===== src/rtl/qrss_pkg.sv =====
package qrss_pkg;
  // Default geometry of the quasi-random generator (stage numbers are 1-based)
  parameter int unsigned QRSS_STAGES  = 20;
  parameter int unsigned QRSS_TAP     = 17;
  parameter int unsigned QRSS_ZRUN_HI = 19;
  parameter int unsigned QRSS_ZRUN_LO = 6;
endpackage


===== src/rtl/qrss_shift_reg.sv =====
module qrss_shift_reg #(
  parameter int unsigned WIDTH = qrss_pkg::QRSS_STAGES,
  parameter int unsigned TAP   = qrss_pkg::QRSS_TAP
) (
  input  logic             clk,
  input  logic             rst,
  input  logic             adv,
  input  logic             load,
  input  logic [WIDTH-1:0] seed,
  output logic [WIDTH-1:0] state_q,
  output logic [WIDTH-1:0] state_d
);
  localparam logic [WIDTH-1:0] ALL_ONES = {WIDTH{1'b1}};

  logic [WIDTH-1:0] shifted;
  logic [WIDTH-1:0] seed_safe;

  assign shifted[0] = state_q[TAP-1] ^ state_q[WIDTH-1];
  for (genvar k = 1; k < WIDTH; k++) begin : g_stage
    assign shifted[k] = state_q[k-1];
  end

  assign seed_safe = (seed == '0) ? ALL_ONES : seed;

  always_comb begin
    state_d = state_q;
    if (load)     state_d = seed_safe;
    else if (adv) state_d = shifted;
  end

  always_ff @(posedge clk) begin
    if (rst) state_q <= ALL_ONES;
    else     state_q <= state_d;
  end

  AST_FEEDBACK: assert property (@(posedge clk) disable iff (rst)
    (adv && !load) |=> state_q[0] == ($past(state_q[TAP-1]) ^ $past(state_q[WIDTH-1])));
  AST_SHIFT: assert property (@(posedge clk) disable iff (rst)
    (adv && !load) |=> state_q[WIDTH-1:1] == $past(state_q[WIDTH-2:0]));
  AST_HOLD: assert property (@(posedge clk) disable iff (rst)
    (!adv && !load) |=> $stable(state_q));
  AST_LOAD: assert property (@(posedge clk) disable iff (rst)
    (load && seed != '0) |=> state_q == $past(seed));
  AST_LOAD_ZERO: assert property (@(posedge clk) disable iff (rst)
    (load && seed == '0) |=> state_q == ALL_ONES);
  AST_NO_LOCKUP: assert property (@(posedge clk) disable iff (rst)
    state_q != '0);
endmodule


===== src/rtl/qrss_zero_force.sv =====
module qrss_zero_force #(
  parameter int unsigned WIDTH = qrss_pkg::QRSS_STAGES,
  parameter int unsigned HI    = qrss_pkg::QRSS_ZRUN_HI,
  parameter int unsigned LO    = qrss_pkg::QRSS_ZRUN_LO
) (
  input  logic [WIDTH-1:0] state,
  output logic             bit_out
);
  localparam int unsigned RUN = HI - LO + 1;

  logic [RUN-1:0] window;
  logic           run_zero;

  assign window   = state[HI-1:LO-1];
  assign run_zero = (window == '0);
  assign bit_out  = state[WIDTH-1] | run_zero;
endmodule


===== src/rtl/qrss_gen.sv =====
module qrss_gen #(
  parameter int unsigned WIDTH   = qrss_pkg::QRSS_STAGES,
  parameter int unsigned TAP     = qrss_pkg::QRSS_TAP,
  parameter int unsigned ZRUN_HI = qrss_pkg::QRSS_ZRUN_HI,
  parameter int unsigned ZRUN_LO = qrss_pkg::QRSS_ZRUN_LO
) (
  input  logic             clk,
  input  logic             rst,
  input  logic             adv_i,
  input  logic             load_i,
  input  logic [WIDTH-1:0] seed_i,
  output logic             bit_o,
  output logic [WIDTH-1:0] state_o
);
  logic [WIDTH-1:0] st_q;
  logic [WIDTH-1:0] st_d;
  logic             bit_d;

  qrss_shift_reg #(.WIDTH(WIDTH), .TAP(TAP)) u_sr (
    .clk(clk), .rst(rst), .adv(adv_i), .load(load_i), .seed(seed_i),
    .state_q(st_q), .state_d(st_d)
  );

  // Output is computed from the next state so it lines up with state_o
  qrss_zero_force #(.WIDTH(WIDTH), .HI(ZRUN_HI), .LO(ZRUN_LO)) u_zf (
    .state(st_d), .bit_out(bit_d)
  );

  always_ff @(posedge clk) begin
    if (rst) bit_o <= 1'b1;
    else     bit_o <= bit_d;
  end

  assign state_o = st_q;

  AST_FORCE_ONE: assert property (@(posedge clk) disable iff (rst)
    (state_o[ZRUN_HI-1:ZRUN_LO-1] == '0) |-> bit_o);
  AST_RAW_BIT: assert property (@(posedge clk) disable iff (rst)
    (state_o[ZRUN_HI-1:ZRUN_LO-1] != '0) |-> (bit_o == state_o[WIDTH-1]));
  AST_HOLD_BIT: assert property (@(posedge clk) disable iff (rst)
    (!adv_i && !load_i) |=> $stable(bit_o));
endmodule


===== config.mk =====
export PLATFORM = sky130hd
export DESIGN_NAME = qrss_gen
export DESIGN_NICKNAME = d
export VERILOG_FILES = /design/src/rtl/qrss_pkg.sv /design/src/rtl/qrss_shift_reg.sv /design/src/rtl/qrss_zero_force.sv /design/src/rtl/qrss_gen.sv
export SDC_FILE = /design/constraint.sdc
export NUM_CORES = 1
export LEC_CHECK = 0
export ABC_AREA = 0
export BUFFER_PORTS_ARGS = -buffer_cell sky130_fd_sc_hd__buf_4
export CAP_MARGIN = 10
export CORE_MARGIN = 8
export CORE_UTILIZATION = 50
export CTS_CLUSTER_SIZE = 14
export DETAILED_ROUTE_END_ITERATION = 6
export PLACE_DENSITY = 0.76
export SYNTH_ARGS = -nofsm -noshare
export SYNTH_HDL_FRONTEND = slang
export SYNTH_SLANG_ARGS = --single-unit

===== constraint.sdc =====
create_clock -name clk -period 2.8 [get_ports clk]
set_input_delay 0.56 -clock clk [delete_from_list [all_inputs] [get_ports clk]]
set_output_delay 0.56 -clock clk [all_outputs]
set_load 0.02 [all_outputs]

# After elaboration in Yosys (flattened, before gate mapping)
# Cells that the tools add are included.
[classes] bitwise=2 reduce_logical=3 mux=3
[ops] operator="20-bit 2-to-1 mux" n=3
[ops] operator="20-bit zero test" n=1
[ops] operator="14-bit zero test" n=1
[ops] operator="2-bit nonzero test" n=1
[ops] operator="1-bit bitwise OR" n=1
[ops] operator="1-bit bitwise XOR" n=1
[totals] output_inout_bits=21 word_cells=11 reg_bits=21 inputBits=24

# Logic depth before layout (Yosys ltp)
# Gate-level depths: netlist of the first run.
[logic_depth] depth_word=5 mapped_depth=6 ltp_nobuf=5

# Modules after synthesis
# From an unflattened synthesis of the first run, not the netlist that was laid out.
[unflattened] hier_cells=147 area_unflattened_um2=1131.1
[modules_own_cells] module="qrss_shift_reg" n_inst=1 cells_each=140 area_per_inst_um2=1072.3 seq_area_each_um2=400.4
[modules_own_cells] module="qrss_zero_force" n_inst=1 cells_each=5 area_per_inst_um2=32.5 seq_area_each_um2=0.0
[modules_own_cells] module="qrss_gen" n_inst=1 cells_each=2 area_per_inst_um2=26.3 seq_area_each_um2=20.0

# Worst setup path after synthesis of the first run
# OpenSTA, ideal clock, no wires.
[synth_timing] path_type="input port to flip-flop" start="input port seed_i[19]" end="register u_sr.state_q[13]" setup_ns=0.068 setup_slack_ns=1.051 stages=6 arrival_time_ns=1.681 t_required_ns=2.732 n_path_buf=1 cell_sequence="nor4_1 nand3_1 o31ai_4 buf_6 nor2_1 o21bai_2"
[synth_between] elab_chain_len=3
[synth_rtl] item="from (decl)" line_no="qrss_gen.sv:11" rtl="input logic [WIDTH-1:0] seed_i,"
[synth_rtl] item="20-bit zero test" line_no="qrss_shift_reg.sv:23" rtl="assign seed_safe = (seed == '0) ? ALL_ONES : seed;"
[synth_rtl] item="20-bit 2-to-1 mux" line_no="qrss_shift_reg.sv:23"
[synth_rtl] item="20-bit 2-to-1 mux" line_no="qrss_shift_reg.sv:27" rtl="if (load) state_d = seed_safe;"
[synth_rtl] item="to (signal assigned)" line_no="qrss_shift_reg.sv:33" rtl="else state_q <= state_d;"
[synth_rtl] item="to (decl)" line_no="qrss_shift_reg.sv:10" rtl="output logic [WIDTH-1:0] state_q,"
# No other way between the ends.
# A chain may end at the register's enable or synchronous reset.

# Worst setup path in the final report of the first run
[layout_timing] start="input port adv_i" end="register bit_o"
[layout_between] elab_chain_len=4
[layout_rtl] item="from (decl)" line_no="qrss_gen.sv:9" rtl="input logic adv_i,"
[layout_rtl] item="20-bit 2-to-1 mux (*)" line_no="qrss_shift_reg.sv:28" rtl="else if (adv) state_d = shifted;"
[layout_rtl] item="20-bit 2-to-1 mux (*)" line_no="qrss_shift_reg.sv:27"
[layout_rtl] item="14-bit zero test" line_no="qrss_zero_force.sv:15" rtl="assign run_zero = (window == '0);"
[layout_rtl] item="1-bit bitwise OR (*)" line_no="qrss_zero_force.sv:16" rtl="assign bit_out = state[WIDTH-1] | run_zero;"
[layout_rtl] item="to (signal assigned)" line_no="qrss_gen.sv:31" rtl="else bit_o <= bit_d;"
[layout_rtl] item="to (decl)" line_no="qrss_gen.sv:12" rtl="output logic bit_o,"
# Mark *: on every way between the ends. The rest lies on a longest branch, timed or not. The select of a mux whose other input is x is not followed.

==> implementation parameters, run 1 <==
Parameter                              Value

Clock tree
  Number of buffers between clock root and the deepest sink    2
  Number of levels in the clock H-tree    1
  Post-CTS Repair Setup Buffers    0
  Later-pin clock latency in the skew report    0.31 ns
  Hold_buf cts    0
  Cells resized by post-CTS repair    0
  CTS buffer count    3
  Clock Root Buffer    sky130_fd_sc_hd__clkbuf_4
  Clock slew at the register clock pins of the worst setup and hold paths    about 0.12 ns
  Clock tree from TritonCTS    yes
  CTS sink cnt    21

Finish
  # diodes    0
  Number of nets in the final layout    202
  Fraction of final layout cells with drive strength greater than 1    0.390
  Synth-to-layout area growth    27.7%
  Final core utilization    0.660
  Cell Count, Final, Fillers Out    207
  Number of fill cells    around 220

Floorplanning
  Initial Utilization    0.517
  Die X-Extent    between 60 and 70 microns
  Die Outline Area    0.00438 sq mm
  Cell row count    18
  Placeable core area    0.00243 sq mm
  Die Y-Extent    around 66 microns
  IO Count    45

Synth
  Yosys reg bits    21
  Count leader, synth    sky130_fd_sc_hd__dfxtp_1
  Net Count, Synth    161
  Syn_area_per_cell    a little over 9 sq um
  Top post-synthesis cells by count    21 x sky130_fd_sc_hd__dfxtp_1, 17 x sky130_fd_sc_hd__nor2_1, 16 x sky130_fd_sc_hd__o22ai_1
  Cell count after synthesis    137
  Count of distinct cell types in the synthesized netlist    36
  Synth warn    0
  Count of flip-flops with a built-in enable after synthesis    0
  Cell Area, Synth    between 0.001 and 0.0015 sq mm
  Ranking of synthesized cells by area    sky130_fd_sc_hd__dfxtp_1 33%, sky130_fd_sc_hd__mux2_2 11%, sky130_fd_sc_hd__o22ai_1 8.0%
  Area share of the largest cell type after synthesis    0.334
  Biggest area consumer among synthesized cells    sky130_fd_sc_hd__dfxtp_1
  Flip-flop cell with the highest count after synthesis    sky130_fd_sc_hd__dfxtp_1
  Proportion of synthesized flip-flops having asynchronous set or reset    0
  Sequential element share of the synthesized area    0.334

Global routing
  Largest net degree at the start of global routing    36
  Number of global-route vias before repair    between 1000 and 1500
  First-pass GRT wire length    between 5 and 6 mm
  Aggregate global-route resource usage    0.164
  Global route total overflow    0
  Antenna violations before repair    0

Route
  Residual DRC count    0
  Sum of met3 wire segment lengths after detailed routing    229 microns
  Top sig layer    met4
  Post-route met1 wirelength    roughly 1.5 mm
  First DRT Iteration DRCs    roughly 60
  ANT nets after route    0
  Router iterations before antenna repair    4
  Total vias in the final route    between 1000 and 1500
  Average vias per placed instance    between 5 and 6
  DRT Wirelength    roughly 3.5 mm
  Detailed-routed wire length on met2    around 1.7 mm
  Wire length per cell    16.7 microns

Critical path
  Critical-path maximum fanout    35
  Start-to-end type of the worst setup path    in2reg
  Setup slack of the worst register-to-register path    ~1.2 ns
  Data arrival, critical path    2.09 ns
  Critical Path RT    between 3 and 4 ns
  Kind of capture point of the worst setup path    register
  Startpoint Class    input port

Worst hold path
  Path category of the worst min-delay check    in2reg

STA
  RSZ-0062 raised after global routing    false
  Achievable Freq    0.547 GHz
  Post-layout min period    roughly 1.8 ns
  Setup TNS    0 ns
  Number of pins exceeding their max-slew limit in the final report    0
  Worst-Margin Slew    roughly 0.39 ns
  Final hold violation count    0
  Worst setup slack after layout    between 0.9 and 1 ns
  Portion of the clock cycle consumed by the worst path in the final layout    0.653
  Worst clock skew    approximately 0.008 ns
  Worst-case headroom to the max-slew limit    0.737
  Setup violators final    0

Pwr
  Power per unit of standard cell area    about 420 mW/mm^2
  Static Leak    approximately 0.59 nW
  VDD IR max    between 0.4 and 0.5 mV

Placement
  Cell Count Post-Placement    203
  Post-detailed-placement half-perimeter wirelength    about 2.6 mm
  Weighted congestion reported at the end of routability-driven placement    0.879
  Pre-CTS setup slack    approximately 0.66 ns
  Number of input and output port buffers inserted    44

Outcome
  Status    finished, final reports clean

Job
  # Max-Cap Violations    0
cells by family after synthesis:
| group | synth area share |
|---|---|
| AOI/OAI and AO/OA | 0.289 |
| xor gates and xnor gates | 0.00697 |
| buffers and inverters | 0.0458 |
| DFF | 0.334 |
| muxes | 0.116 |
| and+or+nand+nor | 0.208 |
cells in the final DEF (no fill, tap or decap):
| cell type | count |
|---|---|
| sky130_fd_sc_hd__o22ai_1 | 16 |
| sky130_fd_sc_hd__nand2b_1 | 14 |
| sky130_fd_sc_hd__nand4b_1 | 1 |
| sky130_fd_sc_hd__buf_4 | 45 |
| sky130_fd_sc_hd__a22oi_1 | 3 |
| sky130_fd_sc_hd__a21o_1 | 1 |
| sky130_fd_sc_hd__o31ai_4 | 1 |
| sky130_fd_sc_hd__o311ai_0 | 1 |
| sky130_fd_sc_hd__o21bai_2 | 2 |
| sky130_fd_sc_hd__nand2_1 | 1 |
| sky130_fd_sc_hd__a211o_1 | 1 |
| sky130_fd_sc_hd__inv_1 | 1 |
| sky130_fd_sc_hd__and2b_1 | 1 |
| sky130_fd_sc_hd__xnor2_1 | 1 |
| sky130_fd_sc_hd__nor3_1 | 1 |
| sky130_fd_sc_hd__or3b_1 | 2 |
| sky130_fd_sc_hd__o21ai_0 | 1 |
| sky130_fd_sc_hd__a2111oi_2 | 4 |
| sky130_fd_sc_hd__and2_1 | 1 |
| sky130_fd_sc_hd__nor4_1 | 1 |
| sky130_fd_sc_hd__nor2_1 | 17 |
| sky130_fd_sc_hd__nand3_1 | 1 |
| sky130_fd_sc_hd__dfxtp_1 | 21 |
| sky130_fd_sc_hd__a31o_1 | 1 |
| sky130_fd_sc_hd__a21oi_1 | 1 |
| sky130_fd_sc_hd__or3_1 | 2 |
| sky130_fd_sc_hd__mux2_2 | 12 |
| sky130_fd_sc_hd__clkbuf_4 | 3 |
| sky130_fd_sc_hd__a211oi_1 | 6 |
| sky130_fd_sc_hd__clkbuf_1 | 1 |
| sky130_fd_sc_hd__o21bai_1 | 3 |
| sky130_fd_sc_hd__mux2_1 | 1 |
| sky130_fd_sc_hd__nor2b_1 | 5 |
| sky130_fd_sc_hd__a21oi_2 | 2 |
| sky130_fd_sc_hd__nand4_1 | 1 |
| sky130_fd_sc_hd__o31ai_1 | 1 |
report_power, final:
group / switching (mW) / internal (mW)
Clock: 0.0956 / 0.0556
Sequential: 0.0193 / 0.318
Combinational: 0.0918 / 0.0892
Total: 0.207 / 0.463
area by class of cell:
| cell class | instances | area [sq um] | area share |
|---|---|---|---|
| Multi-Input combinational cell | 106 | 779 | 0.486 |
| Sequential cell | 21 | 420 | 0.262 |
| Timing Repair Buffer | 45 | 338 | 0.210 |
| Tap cell | 30 | 37.5 | 0.0234 |
| Clock buffer | 4 | 26.3 | 0.0164 |
| Inverter | 1 | 3.75 | 0.00234 |
worst paths after layout:
kind                   start                to  cells after the start
min reg2reg  u_sr.state_q[6]   u_sr.state_q[7]                      2
max                    adv_i             bit_o                      6
max reg2reg  u_sr.state_q[7]             bit_o                      5
min               seed_i[14]  u_sr.state_q[14]                      3
per-layer routing:
layer,global-route usage,up-vias
li1,-,596
met1,0.197,574
met2,0.267,36
met3,0.0458,5
met4,0.0667,0
met5,0,-
state kept, by name (all words and copies together), names as in the netlist:
signal        count
u_sr.state_q     20
bit_o             1
per-stage QoR:
stage	instance area, sq um	total power, mW	hold slack [ns]
floorplan	1260	0.449	0.688
global placement	1580	0.521	0.592
detailed placement	1580	0.525	0.596
CTS	1610	0.674	0.471
global route	1610	0.706	0.484
finish	1610	0.669	0.475
critical path, stage by stage:
cell and delay [ns]:
sky130_fd_sc_hd__buf_4 0.33, sky130_fd_sc_hd__nor2b_1 0.13, sky130_fd_sc_hd__a2111oi_2 0.45, sky130_fd_sc_hd__a22oi_1 0.15, sky130_fd_sc_hd__a211oi_1 0.28, sky130_fd_sc_hd__a31o_1 0.17
Note: power is estimated with default switching activity, not from simulation.
==> run 2, diff against run 1 <==
Settings changed: ABC_AREA 0 to 1, CORE_UTILIZATION 50 to 48, PLACE_DENSITY 0.76 to 0.75.
Clock period 2.8 ns to 1.75 ns, I/O delays scaled along.
==> implementation parameters, run 2 <==
Parameter                              Value

Critical path
  Data arrival, critical path    1.52 ns (-0.57 ns)
  Master of the slowest instance on the critical path    sky130_fd_sc_hd__or2_1
  Critical-path maximum fanout    11 (-69%)
  Cell occurring most often along the worst timing path    sky130_fd_sc_hd__nand2_1
  Critical register-to-register path startpoint    u_sr.state_q[16]
  Startpoint Class    input port
  Start-to-end type of the worst setup path    in2reg
  Slowest Stage Delay on Critical Path    0.22 ns (-0.23 ns)
  Capture point of the worst reg-to-reg path    bit_o
  Depth of the most critical reg-to-reg path    9 (+4)
  Cell-by-cell trace of the critical path    buf_4 -> or2_1 -> nor2_1 -> nand3_1 -> buf_4 -> nand2_1 -> nand2_1 -> nand2_1 -> inv_1 -> nand2_1 -> nor2_1 -> nand2_1 -> nand2_1
  Setup slack of the worst register-to-register path    0.65 ns (-0.52 ns)
  Critical Path RT    1.96 ns (-1.10 ns)
  Timing startpoint of the critical path    seed_i[4]
  Kind of capture point of the worst setup path    register

Worst hold path
  Cell depth of the worst min-delay path    3 (unchanged)
  Hold Crit Endpoint    u_sr.state_q[0]
  Startpoint of the lowest-slack hold path    rst
  Path category of the worst min-delay check    in2reg

Route
  DRT Wirelength    3.29 mm (-4.9%)
  ANT nets after route    0 (unchanged)
  Average vias per placed instance    4.93 (-16%)
  First DRT Iteration DRCs    52 (-15%)
  Residual DRC count    0 (unchanged)
  Router iterations before antenna repair    4 (unchanged)
  Total vias in the final route    1346 (+11%)
  Wire length per cell    12.1 microns (-28%)

Floorplanning
  IO Count    45 (unchanged)
  Placeable core area    0.00239 sq mm (-1.9%)
  Die X-Extent    65.4 microns (-1.2%)
  Die Y-Extent    65.4 microns (-1.2%)
  Initial Utilization    0.490 (-0.0269)
  Cell row count    18 (unchanged)
  Die Outline Area    0.00427 sq mm (-2.3%)

Finish
  Max reg flops    20 (unchanged)
  Total area of sequential cells    420 sq um (unchanged)
  Fraction of final layout cells with drive strength greater than 1    0.214 (-0.176)
  Register with the highest flop count    u_sr.state_q
  Final core utilization    0.647 (-0.0127)
  Finished Cell Area    0.00155 sq mm (-3.7%)
  Area of combinational cells with multiple inputs    641 sq um (-18%)
  # diodes    0 (unchanged)
  Largest registers    u_sr.state_q: 20 flops, bit_o: 1 flops
  Commonest non-fill, non-tap cell in the layout    sky130_fd_sc_hd__nand2_1
  Number of fill cells    245 (+14%)
  Synth-to-layout area growth    32.1%
  Commonest non-fill, non-tap cells in the layout    85 x sky130_fd_sc_hd__nand2_1, 49 x sky130_fd_sc_hd__buf_4, 31 x sky130_fd_sc_hd__nor2_1, 21 x sky130_fd_sc_hd__dfxtp_1, 19 x sky130_fd_sc_hd__nand3_1
  Number of nets in the final layout    268 (+33%)

Placement
  Number of input and output port buffers inserted    44 (unchanged)
  Weighted congestion reported at the end of routability-driven placement    0.836 (-4.9%)
  Cell area reported after detailed placement    0.00152 sq mm (-3.8%)
  Post-detailed-placement half-perimeter wirelength    2.56 mm (-0.35%)

Synth
  Sequential element share of the synthesized area    0.359 (+0.0250)
  Flip-flop cell with the highest count after synthesis    sky130_fd_sc_hd__dfxtp_1
  Proportion of synthesized flip-flops having asynchronous set or reset    0 (unchanged)
  Count leader, synth    sky130_fd_sc_hd__nand2_1
  Cell Area, Synth    0.00117 sq mm (-7.0%)
  Biggest area consumer among synthesized cells    sky130_fd_sc_hd__dfxtp_1
  Yosys reg bits    21 (unchanged)
  Cell count after synthesis    200 (+46%)
  Count of flip-flops with a built-in enable after synthesis    0 (unchanged)
  Top post-synthesis cells by count    85 x sky130_fd_sc_hd__nand2_1, 31 x sky130_fd_sc_hd__nor2_1, 21 x sky130_fd_sc_hd__dfxtp_1
  Count of distinct cell types in the synthesized netlist    16 (-56%)
  Area share of the largest cell type after synthesis    0.359 (+0.0250)
  Synth warn    0 (unchanged)
  Syn_area_per_cell    5.85 sq um (-36%)
  Net Count, Synth    224 (+39%)
  Ranking of synthesized cells by area    sky130_fd_sc_hd__dfxtp_1 36%, sky130_fd_sc_hd__nand2_1 27%, sky130_fd_sc_hd__nor2_1 9.9%

Pwr
  Power per unit of standard cell area    701 mW/mm^2 (+68%)
  VDD IR max    0.463 mV (+4.9%)
  Static Leak    0.838 nW (+42%)

STA
  Worst-Margin Slew    0.521 ns (+0.128 ns)
  Setup violators final    0 (unchanged)
  Portion of the clock cycle consumed by the worst path in the final layout    0.749
  Worst clock skew    0.00331 ns (-0.00454 ns)
  Worst-case headroom to the max-slew limit    0.650 (-0.0871)
  RSZ-0062 raised after global routing    false
  Final hold violation count    0 (unchanged)
  Post-layout min period    between 1 and 1.5 ns
  Achievable Freq    around 0.76 GHz
  Number of pins exceeding their max-slew limit in the final report    0 (unchanged)
  Setup TNS    0 ns (unchanged)

Clock tree
  Post-CTS Repair Setup Buffers    0 (unchanged)
  Clock tree from TritonCTS    yes
  CTS buffer count    3 (unchanged)
  Number of levels in the clock H-tree    1 (unchanged)
  Clock Root Buffer    sky130_fd_sc_hd__clkbuf_4
  CTS sink cnt    21 (unchanged)
  Later-pin clock latency in the skew report    0.31 ns (about the same)
  Cells resized by post-CTS repair    0 (unchanged)
  Hold_buf cts    0 (unchanged)
  Number of buffers between clock root and the deepest sink    2 (unchanged)
  Clock slew at the register clock pins of the worst setup and hold paths    0.13 ns (about the same)

Global routing
  Number of global-route vias before repair    1259 (+2.4%)
  First-pass GRT wire length    5.48 mm (-4.9%)
  Aggregate global-route resource usage    0.155 (-0.00855)
  Largest net degree at the start of global routing    23 (-36%)
  Antenna violations before repair    0 (unchanged)
  Global route total overflow    0 (unchanged)

Outcome
  Status    finished, final reports clean

Job
  # Max-Cap Violations    0 (unchanged)
## run 2: cell count changes in the layout (fill, tap and decap cells not counted), moves of 4 or more
cell / previous run / this run
sky130_fd_sc_hd__a2111oi_2: 4 / 0
sky130_fd_sc_hd__a211oi_1: 6 / 0
sky130_fd_sc_hd__a21oi_1: 1 / 8
sky130_fd_sc_hd__a31oi_1: 0 / 4
sky130_fd_sc_hd__buf_4: 45 / 49
sky130_fd_sc_hd__inv_1: 1 / 13
sky130_fd_sc_hd__mux2_2: 12 / 0
sky130_fd_sc_hd__nand2_1: 1 / 85
sky130_fd_sc_hd__nand2b_1: 14 / 0
sky130_fd_sc_hd__nand3_1: 1 / 19
sky130_fd_sc_hd__nor2_1: 17 / 31
sky130_fd_sc_hd__nor2b_1: 5 / 0
sky130_fd_sc_hd__o22ai_1: 16 / 0
## run 2: kinds of logic after synthesis
group,share of synthesized area
AND/OR/NAND/NOR,0.468
buffers and inverters,0.0930
flip-flops,0.359
AO/OA/AOI/OAI,0.0791
## run 2: power by group
group	switching [mW]	leakage [nW]	internal [mW]
logic	0.167	0.649	0.129
registers	0.0259	0.175	0.513
clock network	0.160	0.0150	0.0890
## run 2: cell type report
type / count / share of cell area
Tap cell: 30 / 0.0243
Sequential cell: 21 / 0.272
Clock buffer: 4 / 0.0170
Timing Repair Buffer: 49 / 0.238
Inverter: 14 / 0.0340
Multi-Input combinational cell: 155 / 0.415
## run 2: worst max path at each step
stage	end	slack, ns
after detailed placement	bit_o	0.11
after CTS	bit_o	0.43
after global routing	bit_o	0.30
final	bit_o	0.44
after floorplan	bit_o	0.38
after global placement	bit_o	0.12
## run 2: per-layer routing
| metal | vias up | global-route usage | wire length, microns |
|---|---|---|---|
| li1 | 708 | - | - |
| met1 | 599 | 0.185 | 1500 |
| met2 | 35 | 0.271 | 1590 |
| met3 | 4 | 0.0323 | 171 |
| met4 | 0 | 0.0490 | 31 |
| met5 | - | 0 | 0 |
## run 2: critical path: cells and delay by family
family,cells,cell delay (ns)
buffers and inverters,3,0.33
AND/OR/NAND/NOR,10,0.84
## run 2: metrics by stage
stage / std cells / total power [mW] / hold WS (ns) / setup slack [ns]
floorplan: 200 / 0.716 / 0.446 / 0.383
global placement: 269 / 0.845 / 0.484 / 0.124
detailed placement: 269 / 0.848 / 0.487 / 0.111
CTS: 273 / 1.09 / 0.244 / 0.431
global route: 273 / 1.14 / 0.244 / 0.298
finish: 273 / 1.08 / 0.237 / 0.439
